==> config.mk <==
export PLATFORM = sky130hd
export DESIGN_NAME = pm_sram
export DESIGN_NICKNAME = d
export VERILOG_FILES = /design/src/rtl/pm_sram_pkg.sv /design/src/rtl/pm_sram_prio.sv /design/src/rtl/pm_sram_ctrl.sv /design/src/rtl/pm_sram_array.sv /design/src/rtl/pm_sram.sv
export SDC_FILE = /design/constraint.sdc
export NUM_CORES = 1
export LEC_CHECK = 0
export BUFFER_PORTS_ARGS = -buffer_cell sky130_fd_sc_hd__buf_2
export CORE_MARGIN = 2
export CORE_UTILIZATION = 30
export DETAILED_ROUTE_END_ITERATION = 10
export GPL_TIMING_DRIVEN = 0
export PLACE_DENSITY = 0.44
export SLEW_MARGIN = 5
export SYNTH_ARGS = -nofsm -noshare
export SYNTH_HDL_FRONTEND = slang
export SYNTH_SLANG_ARGS = --single-unit
==> constraint.sdc <==
create_clock -name clk_i -period 2.6 [get_ports clk_i]
set_clock_uncertainty 0.15 [all_clocks]
set_input_delay 0.26 -clock clk_i [delete_from_list [all_inputs] [get_ports clk_i]]
set_output_delay 0.26 -clock clk_i [all_outputs]
set_load 0.03 [all_outputs]
==> src/rtl/pm_sram_pkg.sv <==
`timescale 1ns/1ps
package pm_sram_pkg;

    typedef enum logic [2:0] {
        ST_ACTIVE = 3'd0,
        ST_LIGHT  = 3'd1,
        ST_DEEP   = 3'd2,
        ST_SHUT   = 3'd3,
        ST_WAKE   = 3'd4
    } pm_state_t;

    // ordered so that a larger value is a deeper request
    typedef enum logic [1:0] {
        LVL_NONE  = 2'd0,
        LVL_LIGHT = 2'd1,
        LVL_DEEP  = 2'd2,
        LVL_SHUT  = 2'd3
    } pm_level_t;

endpackage

==> src/rtl/pm_sram_prio.sv <==
`timescale 1ns/1ps
module pm_sram_prio
    import pm_sram_pkg::*;
(
    input  logic      ls_i,
    input  logic      ds_i,
    input  logic      sd_i,
    output pm_level_t lvl_o
);

    // deepest requested mode wins
    always_comb begin
        if (sd_i)      lvl_o = LVL_SHUT;
        else if (ds_i) lvl_o = LVL_DEEP;
        else if (ls_i) lvl_o = LVL_LIGHT;
        else           lvl_o = LVL_NONE;
    end

endmodule

==> src/rtl/pm_sram_ctrl.sv <==
`timescale 1ns/1ps
module pm_sram_ctrl
    import pm_sram_pkg::*;
#(
    parameter int WAKE_LS = 1,
    parameter int WAKE_DS = 3,
    parameter int WAKE_SD = 6
) (
    input  logic      clk_i,
    input  logic      rst_ni,
    input  pm_level_t req_i,
    output logic      ready_o,
    output logic      grant_o,
    output logic      clr_rd_o,
    output logic      poison_o
);

    localparam int MAX_A = (WAKE_LS > WAKE_DS) ? WAKE_LS : WAKE_DS;
    localparam int MAX_L = (MAX_A > WAKE_SD) ? MAX_A : WAKE_SD;
    localparam int CW    = $clog2(MAX_L + 1);

    pm_state_t         state_q, state_d;
    logic [CW-1:0]     cnt_q, cnt_d;

    function automatic pm_state_t sleep_of(pm_level_t l);
        unique case (l)
            LVL_SHUT:  return ST_SHUT;
            LVL_DEEP:  return ST_DEEP;
            default:   return ST_LIGHT;
        endcase
    endfunction

    function automatic logic [CW-1:0] lat_of(pm_state_t s);
        unique case (s)
            ST_SHUT:  return CW'(WAKE_SD);
            ST_DEEP:  return CW'(WAKE_DS);
            default:  return CW'(WAKE_LS);
        endcase
    endfunction

    // next-state logic
    always_comb begin
        state_d = state_q;
        cnt_d   = cnt_q;
        unique case (state_q)
            ST_ACTIVE: begin
                if (req_i != LVL_NONE) state_d = sleep_of(req_i);      // enter
            end
            ST_LIGHT, ST_DEEP, ST_SHUT: begin
                if (req_i == LVL_NONE) begin                           // exit
                    state_d = ST_WAKE;
                    cnt_d   = lat_of(state_q);
                end else if (sleep_of(req_i) > state_q) begin          // deepen
                    state_d = sleep_of(req_i);
                end
            end
            ST_WAKE: begin
                if (req_i != LVL_NONE) begin                           // enter
                    state_d = sleep_of(req_i);
                end else if (cnt_q <= CW'(1)) begin                    // resume
                    state_d = ST_ACTIVE;
                end else begin                                         // count
                    cnt_d = cnt_q - CW'(1);
                end
            end
            default: state_d = ST_ACTIVE;
        endcase
    end

    // state register
    always_ff @(posedge clk_i or negedge rst_ni) begin
        if (!rst_ni) begin
            state_q <= ST_ACTIVE;
            cnt_q   <= '0;
        end else begin
            state_q <= state_d;
            cnt_q   <= cnt_d;
        end
    end

    // outputs
    always_comb begin
        ready_o  = (state_q == ST_ACTIVE);
        grant_o  = (state_q == ST_ACTIVE) && (req_i == LVL_NONE);
        clr_rd_o = ((state_d == ST_DEEP) || (state_d == ST_SHUT)) &&
                   !((state_q == ST_DEEP) || (state_q == ST_SHUT));
        poison_o = (state_d == ST_SHUT) && (state_q != ST_SHUT);
    end

endmodule

==> src/rtl/pm_sram_array.sv <==
`timescale 1ns/1ps
module pm_sram_array #(
    parameter int ADDR_W = 5,
    parameter int DATA_W = 16
) (
    input  logic              clk_i,
    input  logic              rst_ni,
    input  logic              wr_i,
    input  logic              rd_i,
    input  logic [ADDR_W-1:0] addr_i,
    input  logic [DATA_W-1:0] wdata_i,
    input  logic              poison_i,
    input  logic              clr_rd_i,
    output logic [DATA_W-1:0] rdata_o
);

    localparam int                DEPTH  = 1 << ADDR_W;
    localparam logic [DATA_W-1:0] POISON = {(DATA_W/2){2'b10}};

    logic [DATA_W-1:0] row_q [DEPTH];

    for (genvar g = 0; g < DEPTH; g++) begin : g_row
        logic [DATA_W-1:0] word_q;
        always_ff @(posedge clk_i or negedge rst_ni) begin
            if (!rst_ni)
                word_q <= '0;
            else if (poison_i)
                word_q <= POISON;
            else if (wr_i && (addr_i == ADDR_W'(g)))
                word_q <= wdata_i;
        end
        assign row_q[g] = word_q;
    end

    always_ff @(posedge clk_i or negedge rst_ni) begin
        if (!rst_ni)
            rdata_o <= '0;
        else if (clr_rd_i)
            rdata_o <= '0;
        else if (rd_i)
            rdata_o <= row_q[addr_i];
    end

endmodule

==> src/rtl/pm_sram.sv <==
`timescale 1ns/1ps
module pm_sram
    import pm_sram_pkg::*;
#(
    parameter int ADDR_W  = 5,
    parameter int DATA_W  = 16,
    parameter int WAKE_LS = 1,
    parameter int WAKE_DS = 3,
    parameter int WAKE_SD = 6
) (
    input  logic              clk_i,
    input  logic              rst_ni,
    input  logic              ce_i,
    input  logic              we_i,
    input  logic [ADDR_W-1:0] addr_i,
    input  logic [DATA_W-1:0] wdata_i,
    output logic [DATA_W-1:0] rdata_o,
    input  logic              ls_i,
    input  logic              ds_i,
    input  logic              sd_i,
    output logic              ready_o,
    output logic              err_o
);

    pm_level_t req;
    logic      grant, clr_rd, poison;
    logic      err_q;

    pm_sram_prio u_prio (
        .ls_i  (ls_i),
        .ds_i  (ds_i),
        .sd_i  (sd_i),
        .lvl_o (req)
    );

    pm_sram_ctrl #(
        .WAKE_LS (WAKE_LS),
        .WAKE_DS (WAKE_DS),
        .WAKE_SD (WAKE_SD)
    ) u_ctrl (
        .clk_i    (clk_i),
        .rst_ni   (rst_ni),
        .req_i    (req),
        .ready_o  (ready_o),
        .grant_o  (grant),
        .clr_rd_o (clr_rd),
        .poison_o (poison)
    );

    pm_sram_array #(
        .ADDR_W (ADDR_W),
        .DATA_W (DATA_W)
    ) u_array (
        .clk_i    (clk_i),
        .rst_ni   (rst_ni),
        .wr_i     (ce_i && we_i && grant),
        .rd_i     (ce_i && !we_i && grant),
        .addr_i   (addr_i),
        .wdata_i  (wdata_i),
        .poison_i (poison),
        .clr_rd_i (clr_rd),
        .rdata_o  (rdata_o)
    );

    // sticky flag for a refused access
    always_ff @(posedge clk_i or negedge rst_ni) begin
        if (!rst_ni)
            err_q <= 1'b0;
        else if (ce_i && !grant)
            err_q <= 1'b1;
    end

    assign err_o = err_q;

endmodule

# Yosys cells after proc, flatten, opt, wreduce, memory -nomap -nowiden
# Index checks and enable logic that the tools add are counted.
# word_totals
register_bits,535
latchBits,0
mem_bits_rw,0
mem_bits_ro,0
inputBits,28
output_inout_bits,18
wordCells,255
mem_count,0
# op_classes
addsub,1
mul,0
div_mod_pow,0
n_lt_le_gt_ge,3
n_eq_ne,43
shift,0
muxes,86
bitwise,1
reduce_logical,85
# ops
cell,n
2-to-1 mux 16 bit,68
binary-select mux 16 bit (select 5 bit),1
"== test 5 bit, second input constant",16
nonzero test 2 bit,35
"== test 5 x 4 -> 1 bit, second input constant",8
logical AND 1 bit,40
2-to-1 mux 3 bit,10
"== test 5 x 3 -> 1 bit, second input constant",4
"== test 3 x 2 -> 1 bit, second input constant",4
case mux 3 bit (2 select lines),2
"== test 5 x 2 -> 1 bit, second input constant",2
case mux 3 bit (3 select lines),1
">= comparator 6 bit, second input constant",1
NOT 5 -> 6 bit,1
"== test 5 x 1 -> 1 bit, second input constant",1
logical NOT 5 bit,1
"== test 2 bit, second input constant",2
2-to-1 mux 2 bit,2
"!= test 2 bit, second input constant",2
case mux 2 bit (2 select lines),1
AND reduction 4 bit,1
"== test 3 x 1 -> 1 bit, second input constant",1
"== test 3 bit, second input constant",1
greater-than comparator 3 bit,1
10 further kinds,13

# Longest topological paths before layout
# logic_depth
word_depth,15
depth_mapped,11
ltp_nobuf,8

# Modules after synthesis
# From an unflattened synthesis, not the netlist that was laid out.
# unflattened
cells_unflattened,2874
hier_area_um2,26625.5
# by_module_without_submodules
module,instances,cells_per_inst,area_per_inst_um2
pm_sram_array,1,2811,26100.0
pm_sram_ctrl,1,54,456.7
pm_sram,1,6,51.3
pm_sram_prio,1,3,17.5

# Least setup slack after synthesis
# Ideal clock, no wire load.
# synth_timing
path_kind,input to register
start,input port ds_i
end,register u_array.g_row[11].word_q[10]
t_arrival_ps,2601
path_slack_ps,-290
stages,10
n_path_buf,3
cell_sequence,nor2_1 > inv_1 > ha_1 > o32a_1 > a311o_1 > nor4bb_1 > clkbuf_1 > clkbuf_1 > clkbuf_1 > nor3_1
# synth_via
elab_chain_cells,13
# synth_lines
element,line_no,text
start: declaration,pm_sram.sv:19,"input logic ds_i,"
2-to-1 mux 2 bit *,pm_sram_prio.sv:14,else if (ds_i) lvl_o = LVL_DEEP;
2-to-1 mux 2 bit *,pm_sram_prio.sv:13,if (sd_i) lvl_o = LVL_SHUT;
== test 2 bit,pm_sram_ctrl.sv:26,unique case (l)
case mux 2 bit (2 select lines),pm_sram_ctrl.sv:26,
2-to-1 mux 3 bit,pm_sram_ctrl.sv:50,if (req_i == LVL_NONE) begin
2-to-1 mux 3 bit,pm_sram_ctrl.sv:45,unique case (state_q)
greater-than comparator 3 bit,pm_sram_ctrl.sv:53,end else if (sleep_of(req_i) > state_q) begin
2-to-1 mux 3 bit,pm_sram_ctrl.sv:53,
2-to-1 mux 3 bit,pm_sram_ctrl.sv:50,
case mux 3 bit (3 select lines),pm_sram_ctrl.sv:45,
== test 3 x 2 -> 1 bit,pm_sram_ctrl.sv:87,poison_o = (state_d == ST_SHUT) && (state_q != ST_SHUT);
logical AND 1 bit,pm_sram_ctrl.sv:87,
2-to-1 mux 16 bit or nonzero test 2 bit (tied branches),--,
end signal: assignment,pm_sram_array.sv:30,word_q <= wdata_i;
end: declaration,pm_sram_array.sv:23,logic [DATA_W-1:0] word_q;
# Mark *: on every way between the ends. The rest lies on a longest branch, timed or not. The select of a mux whose other input is x is not followed.
# A chain may end at the register's enable or synchronous reset.

# Worst setup path in the final report
# layout_timing
start,register u_ctrl.state_q[1]
end,register u_array.g_row[27].word_q[4]
# layout_via
elab_chain_cells,7
# layout_lines
element,line_no,text
start: declaration,pm_sram_ctrl.sv:22,"pm_state_t state_q, state_d;"
start signal: assignment,pm_sram_ctrl.sv:76,state_q <= state_d;
greater-than comparator 3 bit,pm_sram_ctrl.sv:53,
2-to-1 mux 3 bit,pm_sram_ctrl.sv:53,
2-to-1 mux 3 bit,pm_sram_ctrl.sv:50,
case mux 3 bit (3 select lines),pm_sram_ctrl.sv:45,
== test 3 x 2 -> 1 bit,pm_sram_ctrl.sv:87,
logical AND 1 bit,pm_sram_ctrl.sv:87,
2-to-1 mux 16 bit or nonzero test 2 bit (tied branches),--,
end signal: assignment,pm_sram_array.sv:30,
end: declaration,pm_sram_array.sv:23,
# Several ways; a longest one is shown, not always the timed one.

==> metrics.yaml <==
status: "complete, but fails checks"
violations: "setup timing"
yosys_warnings: 0
synth_area_mm2: 0.02692
combPwrFrac_pct: 41.3
slowest_delay_ns: 0.40
power.density_mw_per_mm2: 797.1
ys_types: 57
die_w_um: 303.6
die_h_um: 303.6
hold_path_class: "primary input to asynchronous set/reset pin"
crit_top_cell: "clkbuf_16"
fin_tns_setup_ns: -73.02
p_sw_mw: 11.02
end_kind: "register"
clk-insertion-delay-late_ns: 0.64
routed_wirelength_mm: 123.0
clk_pin_slew_ns: 0.06
synthCells: 2235
critPathSlowestCell: "a311o_1"
peakVddDrop_uv: 642.7
seqPwrFrac_pct: 28.7
internal_power_mw: 18.55
fmaxAchievable_mhz: 346.8
antenna_found_initial: 1
viasPerCell: 5.910
synthArstFlopShare_pct: 100.0
p_leak_nw: 14.53
drv_cap: 0
antenna_left: 0
fillerInstances: 8233
max_slew.worst_pin.slew_ns: 1.285
rrSetupSlack_ns: -0.28
finalNetCount: 2518
cts_tree: "yes"
area_growth_pct: 37.79
seq_area_mm2: 0.01339
finalHoldViolCount: 0
rsz0062_at_grt: "true"
max_slew_margin_pct: 14.35
io-pin-count: 46
swShare_pct: 37.27
cp.required_ns: 2.95
grt_pass1_wl_mm: 171.0
hpwl_mm: 80.29
grt_pass1_vias: 21694
crit_path_start_kind: "register"
yosysSeqAreaShare_pct: 49.72
period_needed_ns: 2.884
htreeDepth: 2
initial_utilization_pct: 30.37
finalSetupViolCount: 513
drcViolationCount: 0
synth-seq-cells: 535
postSynthAreaPerCell_um2: 12.05
die-area_mm2: 0.09216
drive_gt1_share_pct: 36.15
numCtsBuffers: 61
synthFlopType: "dfrtp_1"
drv_slew: 0
syn_nets: 2266
critPathKind: "register to register"
grtUsageTotal_pct: 26.23
core_region_area_mm2: 0.08865
drt_iter0_drc: 2412
grt_max_degree: 107
fin_ws_ns: -0.2837
cts_sinks: 535
path_cells: "buf_6 -> clkinv_4 -> ha_4 -> o32a_1 -> a311o_1 -> nor4bb_4 -> buf_6 -> clkbuf_16 -> clkbuf_16 -> clkbuf_16 -> nor3_4"
port_buffers: 44
gp_congestion: 0.9248
clockBufferDepth: 3
multi_input_area_mm2: 0.01498
drt-pass1-iter-count: 6
fin_util_pct: 41.85
clk_root_buffer_cell: "clkbuf_16"
placementRows: 109
p_clk_share_pct: 30.1
synth_edf_count: 0
cp_data_arrival_time_ns: 3.23
num_vias: 21867
overflow: 0
crit_fanout: 7
fin_crit_sh_pct: 110.9
wl_per_cell_um: 33.24
[worst max-delay path: cells and delay by family (launching register included)]
family | cells | cell delay (ns)
simple gates | 2 | 0.35
buf+inv | 6 | 0.92
flops | 1 | 0.37
compound gates | 2 | 0.72
fa+ha+maj | 1 | 0.20
[final timing paths]
path,cells after the start,endpoint,startpoint
setup reg to reg,11,u_array.g_row[27].word_q[4],u_ctrl.state_q[1]
hold / removal,2,u_array.g_row[23].word_q[6],rst_ni
hold reg to reg,2,u_array.g_row[10].word_q[15],u_array.g_row[10].word_q[15]
setup / recovery,11,u_array.g_row[27].word_q[4],u_ctrl.state_q[1]
max in group asynchronous,5,u_array.g_row[4].word_q[11],rst_ni
min in group clk_i,5,u_ctrl.state_q[0],ls_i
[Yosys cell counts, types with 5 or more instances]
cell,instances,area [um^2]
o22ai_1,23,143.9
nand2_1,16,60.06
mux2_2,22,247.7
buf_1,24,90.09
buf_2,12,60.06
mux2i_1,547,5475
buf_6,8,90.09
nor3_1,256,1281
o221a_2,9,101.4
dfrtp_1,535,13390
nand3_1,265,1326
nand2b_1,6,37.54
nor2_4,16,180.2
a221oi_1,7,61.31
clkbuf_1,200,750.7
nor2_1,20,75.07
a21oi_1,7,35.03
a22oi_1,20,150.1
o211ai_1,7,52.55
mux4_2,105,2365
o21ai_0,25,125.1
buf_4,18,135.1
nor2b_1,7,43.79
inv_1,9,33.78
o221ai_1,5,43.79
[layout make-up]
cell class              instances  area share, %
clock inverters                16         0.4351
clock buffers                  94          4.988
multi-input cells            1429          40.37
repair buffers                200          7.302
flip-flops and latches        535          36.09
plain buffers                 251          6.779
inverters                       9         0.1045
diodes                          1       0.006745
well taps                    1165          3.929
[sequential cells by signal, summed over array words and instances (netlist names)]
| register | count |
|---|---|
| u_array.rdata_o | 16 |
| u_ctrl.state_q | 3 |
| u_array.g_row.word_q | 512 |
| u_ctrl.cnt_q | 3 |
| err_o | 1 |
[placed cells by master, fill, tap and decap left out, drive strengths merged, types with 13 or more instances in the layout]
| cell | n |
|---|---|
| clkinv | 13 |
| a22oi | 20 |
| o21ai | 25 |
| mux2i | 547 |
| nor2 | 36 |
| mux4 | 105 |
| nand3 | 265 |
| mux2 | 22 |
| nand2 | 16 |
| o22ai | 23 |
| dfrtp | 535 |
| nor3 | 262 |
| buf | 211 |
| dlygate4sd3 | 21 |
| clkbuf | 310 |
[logic make-up after synthesis]
| kind of cell | Yosys count | synth area share [%] |
|---|---|---|
| buf+inv | 271 | 4.308 |
| simple gates | 622 | 12.30 |
| compound gates | 130 | 3.495 |
| mux | 674 | 30.04 |
| flops | 535 | 49.72 |
| fa+ha+maj | 3 | 0.1394 |
[power groups by stage]
stage	clock, mW	combinational [mW]	sequential, mW
2_1_floorplan	0	3.15	8.66
3_3_place_gp	0	5.75	8.62
3_5_place_dp	0	5.81	8.62
4_1_cts	8.98	10.4	8.48
5_1_grt	9.36	12.4	8.48
6_report	8.89	12.2	8.48
[metrics by stage]
step	total power, mW	area [um^2]	hold slack, ns	cells	setup WS, ns
5_1_grt	30.28	37100	0.07340	3699	-0.3232
2_1_floorplan	11.81	27270	-0.1856	2235	-0.1569
6_report	29.57	37100	0.007138	3700	-0.2837
3_5_place_dp	14.43	29110	0.09956	3449	-1.781
3_3_place_gp	14.38	28940	0.2867	3444	-10.57
4_1_cts	27.81	35200	0.01513	3688	-0.2465
[layer usage]
metal	GRT usage (%)	vias up	wire, um
met5	0	-	0
met3	4.533	271	9575
met1	36.74	11695	51820
met4	9.150	0	5218
li1	-	8817	-
met2	40.93	1084	56360
[timing repair]
item | in CTS | in global routing
setup buffers | 67 | 15
hold buffers | 21 | 0
endpoints found under the setup margin | 528 | 525
gates cloned | 45 | 15
hold endpoints to repair | 174 | 0
gates resized for setup | 538 | 383
pin swaps | 191 | 164
Note: power is estimated with default switching activity, not from simulation.
